**config.mk**
```make
export PLATFORM = sky130hd
export DESIGN_NAME = flash_pulse_seq
export DESIGN_NICKNAME = d
export VERILOG_FILES = /design/src/rtl/fps_pkg.sv /design/src/rtl/fps_us_tick.sv /design/src/rtl/fps_width_sel.sv /design/src/rtl/fps_interval.sv /design/src/rtl/flash_pulse_seq.sv
export SDC_FILE = /design/constraint.sdc
export NUM_CORES = 1
export LEC_CHECK = 0
export BUFFER_PORTS_ARGS = -buffer_cell sky130_fd_sc_hd__buf_2
export CAP_MARGIN = 30
export CORE_MARGIN = 2
export CORE_UTILIZATION = 55
export DETAILED_ROUTE_END_ITERATION = 10
export PLACE_DENSITY = 0.76
export SYNTH_ARGS = -nofsm -noshare
export SYNTH_HDL_FRONTEND = slang
export SYNTH_HIERARCHICAL = 1
export SYNTH_SLANG_ARGS = --single-unit
export TNS_END_PERCENT = 100
```
**constraint.sdc**
```tcl
create_clock -name clk -period 4.42 [get_ports clk]
set_clock_uncertainty 0.05 [all_clocks]
set_input_delay 0.442 -clock clk [delete_from_list [all_inputs] [get_ports clk]]
set_output_delay 0.442 -clock clk [all_outputs]
set_load 0.02 [all_outputs]
```
**src/rtl/fps_pkg.sv**
```systemverilog
package fps_pkg;
  typedef enum logic [2:0] {
    ST_IDLE,
    ST_ARM,
    ST_SETUP,
    ST_PULSE,
    ST_RECOVER,
    ST_RELEASE
  } seq_state_t;

  typedef enum logic {
    PC_NORMAL = 1'b0,
    PC_EXTRA  = 1'b1
  } pulse_class_t;
endpackage

```
**src/rtl/fps_us_tick.sv**
```systemverilog
module fps_us_tick #(
  parameter int DIV = 200
) (
  input  logic clk,
  input  logic rst_n,
  output logic tick
);
  generate
    if (DIV <= 1) begin : g_every
      assign tick = rst_n;
    end else begin : g_div
      localparam int CW = $clog2(DIV);
      localparam logic [CW-1:0] LAST = CW'(DIV - 1);
      logic [CW-1:0] cnt;
      always_ff @(posedge clk) begin
        if (!rst_n)          cnt <= '0;
        else if (cnt == LAST) cnt <= '0;
        else                 cnt <= cnt + 1'b1;
      end
      assign tick = (cnt == LAST);
    end
  endgenerate
endmodule

```
**src/rtl/fps_width_sel.sv**
```systemverilog
module fps_width_sel
  import fps_pkg::*;
#(
  parameter int LOOP_W       = 10,
  parameter int TW           = 8,
  parameter int SHORT_PASSES = 6,
  parameter int W_SHORT_US   = 30,
  parameter int W_LONG_US    = 200,
  parameter int W_EXTRA_US   = 10
) (
  input  logic              clk,
  input  logic              rst_n,
  input  logic              capture,
  input  logic              extra_pulse,
  input  logic [LOOP_W-1:0] loop_cnt,
  output logic [TW-1:0]     width
);
  localparam logic [TW-1:0]     V_SHORT = TW'(W_SHORT_US);
  localparam logic [TW-1:0]     V_LONG  = TW'(W_LONG_US);
  localparam logic [TW-1:0]     V_EXTRA = TW'(W_EXTRA_US);
  localparam logic [LOOP_W-1:0] EARLY   = LOOP_W'(SHORT_PASSES);

  pulse_class_t cls;
  logic [TW-1:0] pick;

  assign cls = pulse_class_t'(extra_pulse);

  always_comb begin
    if (cls == PC_EXTRA)      pick = V_EXTRA;
    else if (loop_cnt <= EARLY) pick = V_SHORT;
    else                      pick = V_LONG;
  end

  always_ff @(posedge clk) begin
    if (!rst_n)       width <= V_SHORT;
    else if (capture) width <= pick;
  end
endmodule

```
**src/rtl/fps_interval.sv**
```systemverilog
module fps_interval #(
  parameter int TW = 8
) (
  input  logic          clk,
  input  logic          rst_n,
  input  logic          load,
  input  logic [TW-1:0] load_val,
  input  logic          tick,
  output logic          expire
);
  logic [TW-1:0] rem;

  always_ff @(posedge clk) begin
    if (!rst_n)                  rem <= '0;
    else if (load)               rem <= load_val;
    else if (tick && rem != '0)  rem <= rem - 1'b1;
  end

  assign expire = tick && (rem == TW'(1));
endmodule

```
**src/rtl/flash_pulse_seq.sv**
```systemverilog
module flash_pulse_seq
  import fps_pkg::*;
#(
  parameter int CLK_PER_US      = 200,
  parameter int T_SETUP_US      = 50,
  parameter int T_HOLD_P_US     = 5,
  parameter int T_HOLD_SETUP_US = 5,
  parameter int W_SHORT_US      = 30,
  parameter int W_LONG_US       = 200,
  parameter int W_EXTRA_US      = 10,
  parameter int SHORT_PASSES    = 6,
  parameter int LOOP_W          = 10
) (
  input  logic              clk,
  input  logic              rst_n,
  input  logic              start,
  input  logic              extra_pulse,
  input  logic [LOOP_W-1:0] loop_cnt,
  input  logic              abort,
  output logic              wdt_en,
  output logic              psu,
  output logic              prog,
  output logic              done
);
  localparam int M1 = (T_SETUP_US > T_HOLD_P_US) ? T_SETUP_US : T_HOLD_P_US;
  localparam int M2 = (M1 > T_HOLD_SETUP_US) ? M1 : T_HOLD_SETUP_US;
  localparam int M3 = (M2 > W_SHORT_US) ? M2 : W_SHORT_US;
  localparam int M4 = (M3 > W_LONG_US) ? M3 : W_LONG_US;
  localparam int MAX_US = (M4 > W_EXTRA_US) ? M4 : W_EXTRA_US;
  localparam int TW = $clog2(MAX_US + 1);
  localparam logic [TW-1:0] V_SETUP   = TW'(T_SETUP_US);
  localparam logic [TW-1:0] V_RECOVER = TW'(T_HOLD_P_US);
  localparam logic [TW-1:0] V_RELEASE = TW'(T_HOLD_SETUP_US);

  seq_state_t    st, nxt;
  logic          us_tick, expire, ld, accept;
  logic [TW-1:0] ld_val, pulse_w;
  logic          done_q;

  fps_us_tick #(.DIV(CLK_PER_US)) u_tick (
    .clk(clk), .rst_n(rst_n), .tick(us_tick)
  );

  fps_width_sel #(
    .LOOP_W(LOOP_W), .TW(TW), .SHORT_PASSES(SHORT_PASSES),
    .W_SHORT_US(W_SHORT_US), .W_LONG_US(W_LONG_US), .W_EXTRA_US(W_EXTRA_US)
  ) u_width (
    .clk(clk), .rst_n(rst_n), .capture(accept),
    .extra_pulse(extra_pulse), .loop_cnt(loop_cnt), .width(pulse_w)
  );

  fps_interval #(.TW(TW)) u_timer (
    .clk(clk), .rst_n(rst_n), .load(ld), .load_val(ld_val),
    .tick(us_tick), .expire(expire)
  );

  assign accept = (st == ST_IDLE) && start && !abort;

  always_comb begin
    nxt    = st;
    ld     = 1'b0;
    ld_val = '0;
    if (abort) begin
      nxt = ST_IDLE;
    end else begin
      case (st)
        ST_IDLE:    if (start) nxt = ST_ARM;
        ST_ARM: begin
          nxt = ST_SETUP; ld = 1'b1; ld_val = V_SETUP;
        end
        ST_SETUP:   if (expire) begin
          nxt = ST_PULSE; ld = 1'b1; ld_val = pulse_w;
        end
        ST_PULSE:   if (expire) begin
          nxt = ST_RECOVER; ld = 1'b1; ld_val = V_RECOVER;
        end
        ST_RECOVER: if (expire) begin
          nxt = ST_RELEASE; ld = 1'b1; ld_val = V_RELEASE;
        end
        ST_RELEASE: if (expire) nxt = ST_IDLE;
        default:    nxt = ST_IDLE;
      endcase
    end
  end

  always_ff @(posedge clk) begin
    if (!rst_n) begin
      st     <= ST_IDLE;
      done_q <= 1'b0;
    end else begin
      st     <= nxt;
      done_q <= (st == ST_RELEASE) && expire && !abort;
    end
  end

  assign wdt_en = (st != ST_IDLE);
  assign psu    = (st == ST_SETUP) || (st == ST_PULSE) || (st == ST_RECOVER);
  assign prog   = (st == ST_PULSE);
  assign done   = done_q;
endmodule

```
* After elaboration in Yosys (flattened, before gate mapping)
Index checks and enable logic that the tools add are counted.
** Word-level totals
- Register bits :: 28
- Bits of input ports :: 15
- Output and inout bits :: 4
- Logic and storage cells :: 56
** Operators by class
- Add/sub/neg operators :: 2
- Order comparisons :: 1
- Eq/ne operators :: 12
- Multiplexer cells :: 17
- Bitwise gates (word level) :: 1
- Reductions and logical operators :: 18
** Operator list (count)
- two-way mux 8 bit :: 6
- case mux 8 bit (3 select lines) :: 1
- two-way mux 3 bit :: 6
- case mux 3 bit (6 select lines) :: 1
- <= comparator 10 x 3 -> 1 bit (second input constant) :: 1
- adder 8 x 1 -> 8 bit (second input constant) :: 1
- equality test 8 x 1 -> 1 bit (second input constant) :: 1
- equality test 8 bit (second input constant) :: 1
- inequality test 2 bit (second input constant) :: 4
- nonzero test 8 bit :: 1
- subtractor 8 x 1 -> 8 bit (second input constant) :: 1
- equality test 3 x 2 -> 1 bit (second input constant) :: 2
- equality test 3 bit (second input constant) :: 2
- logical AND 1 bit :: 6
- OR reduction 2 bit :: 3
- AND reduction 5 bit :: 1
- equality test 3 x 1 -> 1 bit (second input constant) :: 1
- zero test 3 bit :: 1
- nonzero test 3 bit :: 1
- OR reduction 3 bit :: 1
- logical OR 1 bit :: 2
- two-way mux 1 bit :: 2
- inequality test 2 x 1 -> 1 bit (second input constant) :: 1
- case mux 1 bit (2 select lines) :: 1
- other kinds (3) :: 3

* Longest topological paths before layout
- Depth in word-level cells :: 6
- Depth in mapped cells :: 13
- Gate-level depth less buffers :: 12

* Modules after synthesis
The synthesis kept the hierarchy.
** Modules (own cells, without submodules)
- fps_interval :: instances 1, cells each 65, area an instance 526.8 µm², sequential area each 160.2 µm²
- flash_pulse_seq :: instances 1, cells each 50, area an instance 366.6 µm², sequential area each 80.1 µm²
- fps_us_tick :: instances 1, cells each 39, area an instance 362.8 µm², sequential area each 160.2 µm²
- fps_width_sel :: instances 1, cells each 20, area an instance 202.7 µm², sequential area each 60.1 µm²

* Least setup slack after synthesis
Ideal clock, no wire load.
- Path type :: register to register
- From :: reg u_tick.g_div.cnt[0]
- To :: reg u_timer.rem[5]
- Setup time :: 0.135 ns
- Arrival :: 2.858 ns
- Data required time :: 4.235 ns
- Slack :: 1.377 ns
- Cell stages (with the launch flop) :: 14
- Buffers on the path :: 2
- Clock period less this slack :: 3.043 ns
- Cell sequence :: dfxtp_1 -> ha_1 -> nor4bb_1 -> and4_2 -> nand2_1 -> nor4_1 -> and2b_4 -> a21oi_1 -> a21oi_1 -> clkbuf_1 -> inv_1 -> clkbuf_1 -> o21ai_0 -> a31oi_1
** On the way
- Word-level cells in the longest chain between the ends :: 6
- Elaborated cells on any way between the ends :: 11
- Classes of those cells :: eq/ne (1); mux (7); reduce/logical (3)
** RTL lines
- start: declaration :: line fps_us_tick.sv:14 : logic [CW-1:0] cnt;
- start signal: assignment :: line fps_us_tick.sv:18 : else cnt <= cnt + 1'b1;
- equality test 8 bit (*) :: line fps_us_tick.sv:20 : assign tick = (cnt == LAST);
- via us_tick :: line flash_pulse_seq.sv:36 : logic us_tick, expire, ld, accept;
- logical AND 1 bit (*) :: line fps_interval.sv:19 : assign expire = tick && (rem == TW'(1));
- via expire :: line flash_pulse_seq.sv:36
- two-way mux 1 bit (*) :: line flash_pulse_seq.sv:71, flash_pulse_seq.sv:74, flash_pulse_seq.sv:77
- case mux 1 bit (2 select lines) (*) :: line flash_pulse_seq.sv:66 : case (st)
- two-way mux 1 bit (*) :: line flash_pulse_seq.sv:63 : if (abort) begin
- via ld :: line flash_pulse_seq.sv:36
- two-way mux 8 bit or nonzero test 2 bit (tied branches)
- end signal: assignment :: line fps_interval.sv:15 : else if (load) rem <= load_val;
- end signal: assignment :: line fps_interval.sv:16 : else if (tick && rem != '0) rem <= rem - 1'b1;
- end: declaration :: line fps_interval.sv:11 : logic [TW-1:0] rem;
Mark *: on every way through the listed nets, which the timed path passes. The rest lies on a longest branch.
A chain may end at the register's enable or synchronous reset.

* Final worst setup path
- From :: reg u_tick.g_div.cnt[0]
- To :: reg u_timer.rem[3]
Same word-level chain as after synthesis.

==> results.rst <==
.. list-table::
   :header-rows: 1

   * - Metric
     - Value
   * - Total grt overflow
     - 0
   * - Netlist Area Pre-Place
     - roughly 0.0015 mm2
   * - YS warnings
     - 6
   * - Cell mode on critical path
     - a21oi_1
   * - Antenna fix cells
     - 0
   * - Share of synthesized area occupied by flip-flops and latches
     - 0.3156
   * - Number of nets with antenna violations after routing
     - 0
   * - Die Width
     - between 50 and 60 um
   * - Clock tree from TritonCTS
     - done
   * - Min-delay src
     - extra_pulse
   * - Hold buffer count at CTS
     - 0
   * - Worst Tran Pin Value
     - between 0.9 and 1 ns
   * - Leakage
     - 0.5768 nW
   * - Antenna violations before repair
     - 0
   * - Fin area
     - 0.001544 mm2
   * - Outcome
     - complete, no violations
   * - Clock sink count
     - 23
   * - Cell-by-cell trace of the critical path
     - ha_1 > nor4bb_1 > and4_2 > nand2_1 > nor4_1 > and2b_4 > a21oi_1 > a21oi_1 > inv_1 > and4_1 > nor3_1
   * - Fraction of synthesized cell area taken by the top area cell type
     - 0.3156
   * - Largest area contributor in the netlist
     - dfxtp_1
   * - Number of I/O port buffers
     - 18
   * - Core area
     - 0.002500 mm2
   * - Post-Syn Instances
     - roughly 170
   * - All-layer global routing usage
     - 0.1996
   * - Largest fanout on the critical path
     - 11
   * - Post-synth cell types
     - 56
   * - Total routed wirelength
     - roughly 2900 um
   * - Endpoint, Worst Hold
     - u_width/width[4]
   * - Total cell area at the placement stage
     - ~0.0015 mm2
   * - Net count, final
     - around 210
   * - Most frequent cells after synthesis
     - dfxtp_1, a21oi_1, nor2_1
   * - Starting density of the core
     - 0.5836
   * - Number of fill cells
     - 223
   * - Post-route setup TNS
     - 0 ns
   * - Count of pins on the block boundary
     - 19
   * - Tcrit/Tclk final
     - 0.8638
   * - Upper clock frequency limit
     - 0.2619 GHz
   * - Cell at the root of the clock tree
     - clkbuf_4
   * - Share of final-layout standard cells stronger than drive strength 1
     - 0.1882
   * - Reg-to-Reg Start
     - u_tick/g_div.cnt[0]
   * - Placed instance count
     - ~210
   * - Critical path start-end classification
     - register to register
   * - Number of detailed-route iterations in the first pass
     - 4
   * - Worst vdd ir
     - around 0.00021 V
   * - Post-Syn Area per Cell
     - around 8.4 um2
   * - Total CTS buffers
     - 3
   * - First-pass GRT wire length
     - 5092 um
   * - Max-cap check violation count
     - 0
   * - Die Span Y
     - 55.50 um
   * - Max clock buf depth
     - 2
   * - Number of endpoints with negative hold slack in the final report
     - 0
   * - Unrepaired setup endpoints after global routing
     - false
   * - Class of the most critical hold timing path
     - input port to register
   * - Number of synthesized flops with an enable pin
     - 0
   * - Vias
     - between 1000 and 1500
   * - Bufs and invs on worst path
     - 1
   * - Worst r2r dst
     - u_timer/rem[3]
   * - Post-cts gate resize count
     - 0
   * - Register-to-register setup slack
     - 0.60 ns
   * - CP top delay family
     - simple AND/OR/NAND/NOR gates
   * - Leading cell type by number of instances after synthesis
     - dfxtp_1
   * - Setup Fix Bufs, Post-CTS
     - 0
   * - Total Die Area
     - approximately 0.0031 mm2
   * - Signed area change from the synthesized netlist to the final layout
     - 5.832%
   * - First-iteration detailed-routing DRC count
     - 33
   * - Cell with the largest stage delay on the worst path
     - nor4_1
   * - Number of placement rows
     - 18
   * - Setup Viol. Count Final
     - 0
   * - Async set-or-reset flop fraction in the synthesized netlist
     - 0
   * - H-tree level count
     - 1
   * - Power Density
     - between 200 and 250 mW/mm2
   * - Count of placed standard cells in the final layout, fillers left out
     - ~220
   * - Cells taking the most area after synthesis
     - dfxtp_1, a21oi_1, ha_1
   * - CP arrival
     - ~4.0 ns
   * - Critical Path RT
     - 4.61 ns
   * - Via count of the first global-routing pass
     - between 1000 and 1500
   * - Number of stages on the worst hold path
     - 2
   * - Crit path launch type
     - register
   * - Post-DP HPWL
     - about 2200 um
   * - Largest net degree at the start of global routing
     - 17
   * - R2R cell count
     - 11
   * - Most frequently used flop master after synthesis
     - dfxtp_1
   * - Global placement routability congestion
     - 0.9847
   * - DRC violation count after routing
     - 0
   * - Post-synthesis sequential element count
     - 23
   * - Clock network latency to the later pin of the worst-skew pair
     - roughly 0.32 ns
   * - Max_slew headroom
     - 0.3763
   * - WL/cell
     - 13.50 um
   * - Post-route total power
     - 0.3673 mW
   * - Vias per cell
     - 5.884
   * - Min Tclk post-route
     - approximately 3.8 ns
   * - Final number of max-transition violations
     - 0
   * - Largest stage delay on the critical path
     - between 0.7 and 0.8 ns
   * - CP endpoint kind
     - register
   * - Clock-pin transition on the worst setup and hold timing paths
     - 0.13 ns
[stage by stage]
stage	setup slack [ns]	hold WS, ns	utilization
finish	0.6018	0.3073	0.6176
global route	0.2106	0.3140	0.6176
CTS	0.6937	0.2964	0.6176
detailed placement	0.7301	0.4283	0.6071
global placement	1.007	0.4066	0.6071
floorplan	1.377	0.3937	-
[placed cells by master (no fill, tap or decap), drive strengths merged, types with 2 or more instances in the layout]
| master | n |
|---|---|
| a211oi | 2 |
| a21boi | 2 |
| a21oi | 15 |
| a31oi | 3 |
| and2 | 4 |
| and2b | 3 |
| and4 | 2 |
| buf | 18 |
| clkbuf | 4 |
| conb | 3 |
| dfxtp | 23 |
| ha | 5 |
| inv | 9 |
| nand2 | 9 |
| nand2b | 5 |
| nand3 | 12 |
| nand3b | 2 |
| nand4 | 2 |
| nor2 | 11 |
| nor2b | 2 |
| nor3 | 4 |
| nor3b | 3 |
| nor4 | 3 |
| nor4b | 2 |
| o21ai | 11 |
| or2 | 2 |
| or3 | 5 |
| xnor2 | 4 |
| xor2 | 2 |
[report_power, final]
group	total (mW)	switching (mW)	internal, mW
Sequential	0.223	0.00842	0.214
Combinational	0.0459	0.0250	0.0209
Clock	0.0987	0.0634	0.0353
[final cells by class]
cell class,count,area (um2),share of cell area
Timing Repair Buffer,18,90.09,0.05835
Inverter,9,33.78,0.02188
Multi-Input combinational cell,132,895.9,0.5802
Sequential cell,23,460.4,0.2982
Clock buffer,4,26.28,0.01702
Tap cell,30,37.54,0.02431
[state kept, by name, indices dropped and copies added, names as in the netlist]
register / flops
done: 1
st: 3
u_tick/g_div.cnt: 8
u_timer/rem: 8
u_width/width: 3
[worst max path at each step]
| stage | start | end | slack, ns | depth (start not counted) |
|---|---|---|---|---|
| floorplan | u_tick/g_div.cnt[0] | u_timer/rem[5] | 1.38 | 13 |
| global placement | u_tick/g_div.cnt[0] | u_timer/rem[3] | 1.01 | 11 |
| detailed placement | u_tick/g_div.cnt[0] | u_timer/rem[3] | 0.73 | 11 |
| CTS | u_tick/g_div.cnt[0] | u_timer/rem[3] | 0.69 | 11 |
| global route | u_tick/g_div.cnt[0] | u_timer/rem[3] | 0.21 | 11 |
| finish | u_tick/g_div.cnt[0] | u_timer/rem[3] | 0.60 | 11 |
[routing by layer]
metal,up-vias,routed length (um),global-route usage
met3,4,143,0.02810
met2,35,1383,0.3078
met1,592,1350,0.2779
li1,640,-,-
met4,0,40,0.08362
met5,-,0,0
[kinds of logic after synthesis]
group / share of synthesized area
buffers and inverters: 0.07289
DFF: 0.3156
adders and majority gates: 0.04288
and+or+nand+nor: 0.3328
AOI/OAI and AO/OA: 0.1878
other: 0.005148
xor gates and xnor gates: 0.03602
muxes: 0.006861
(Power assumes the default switching activity.)
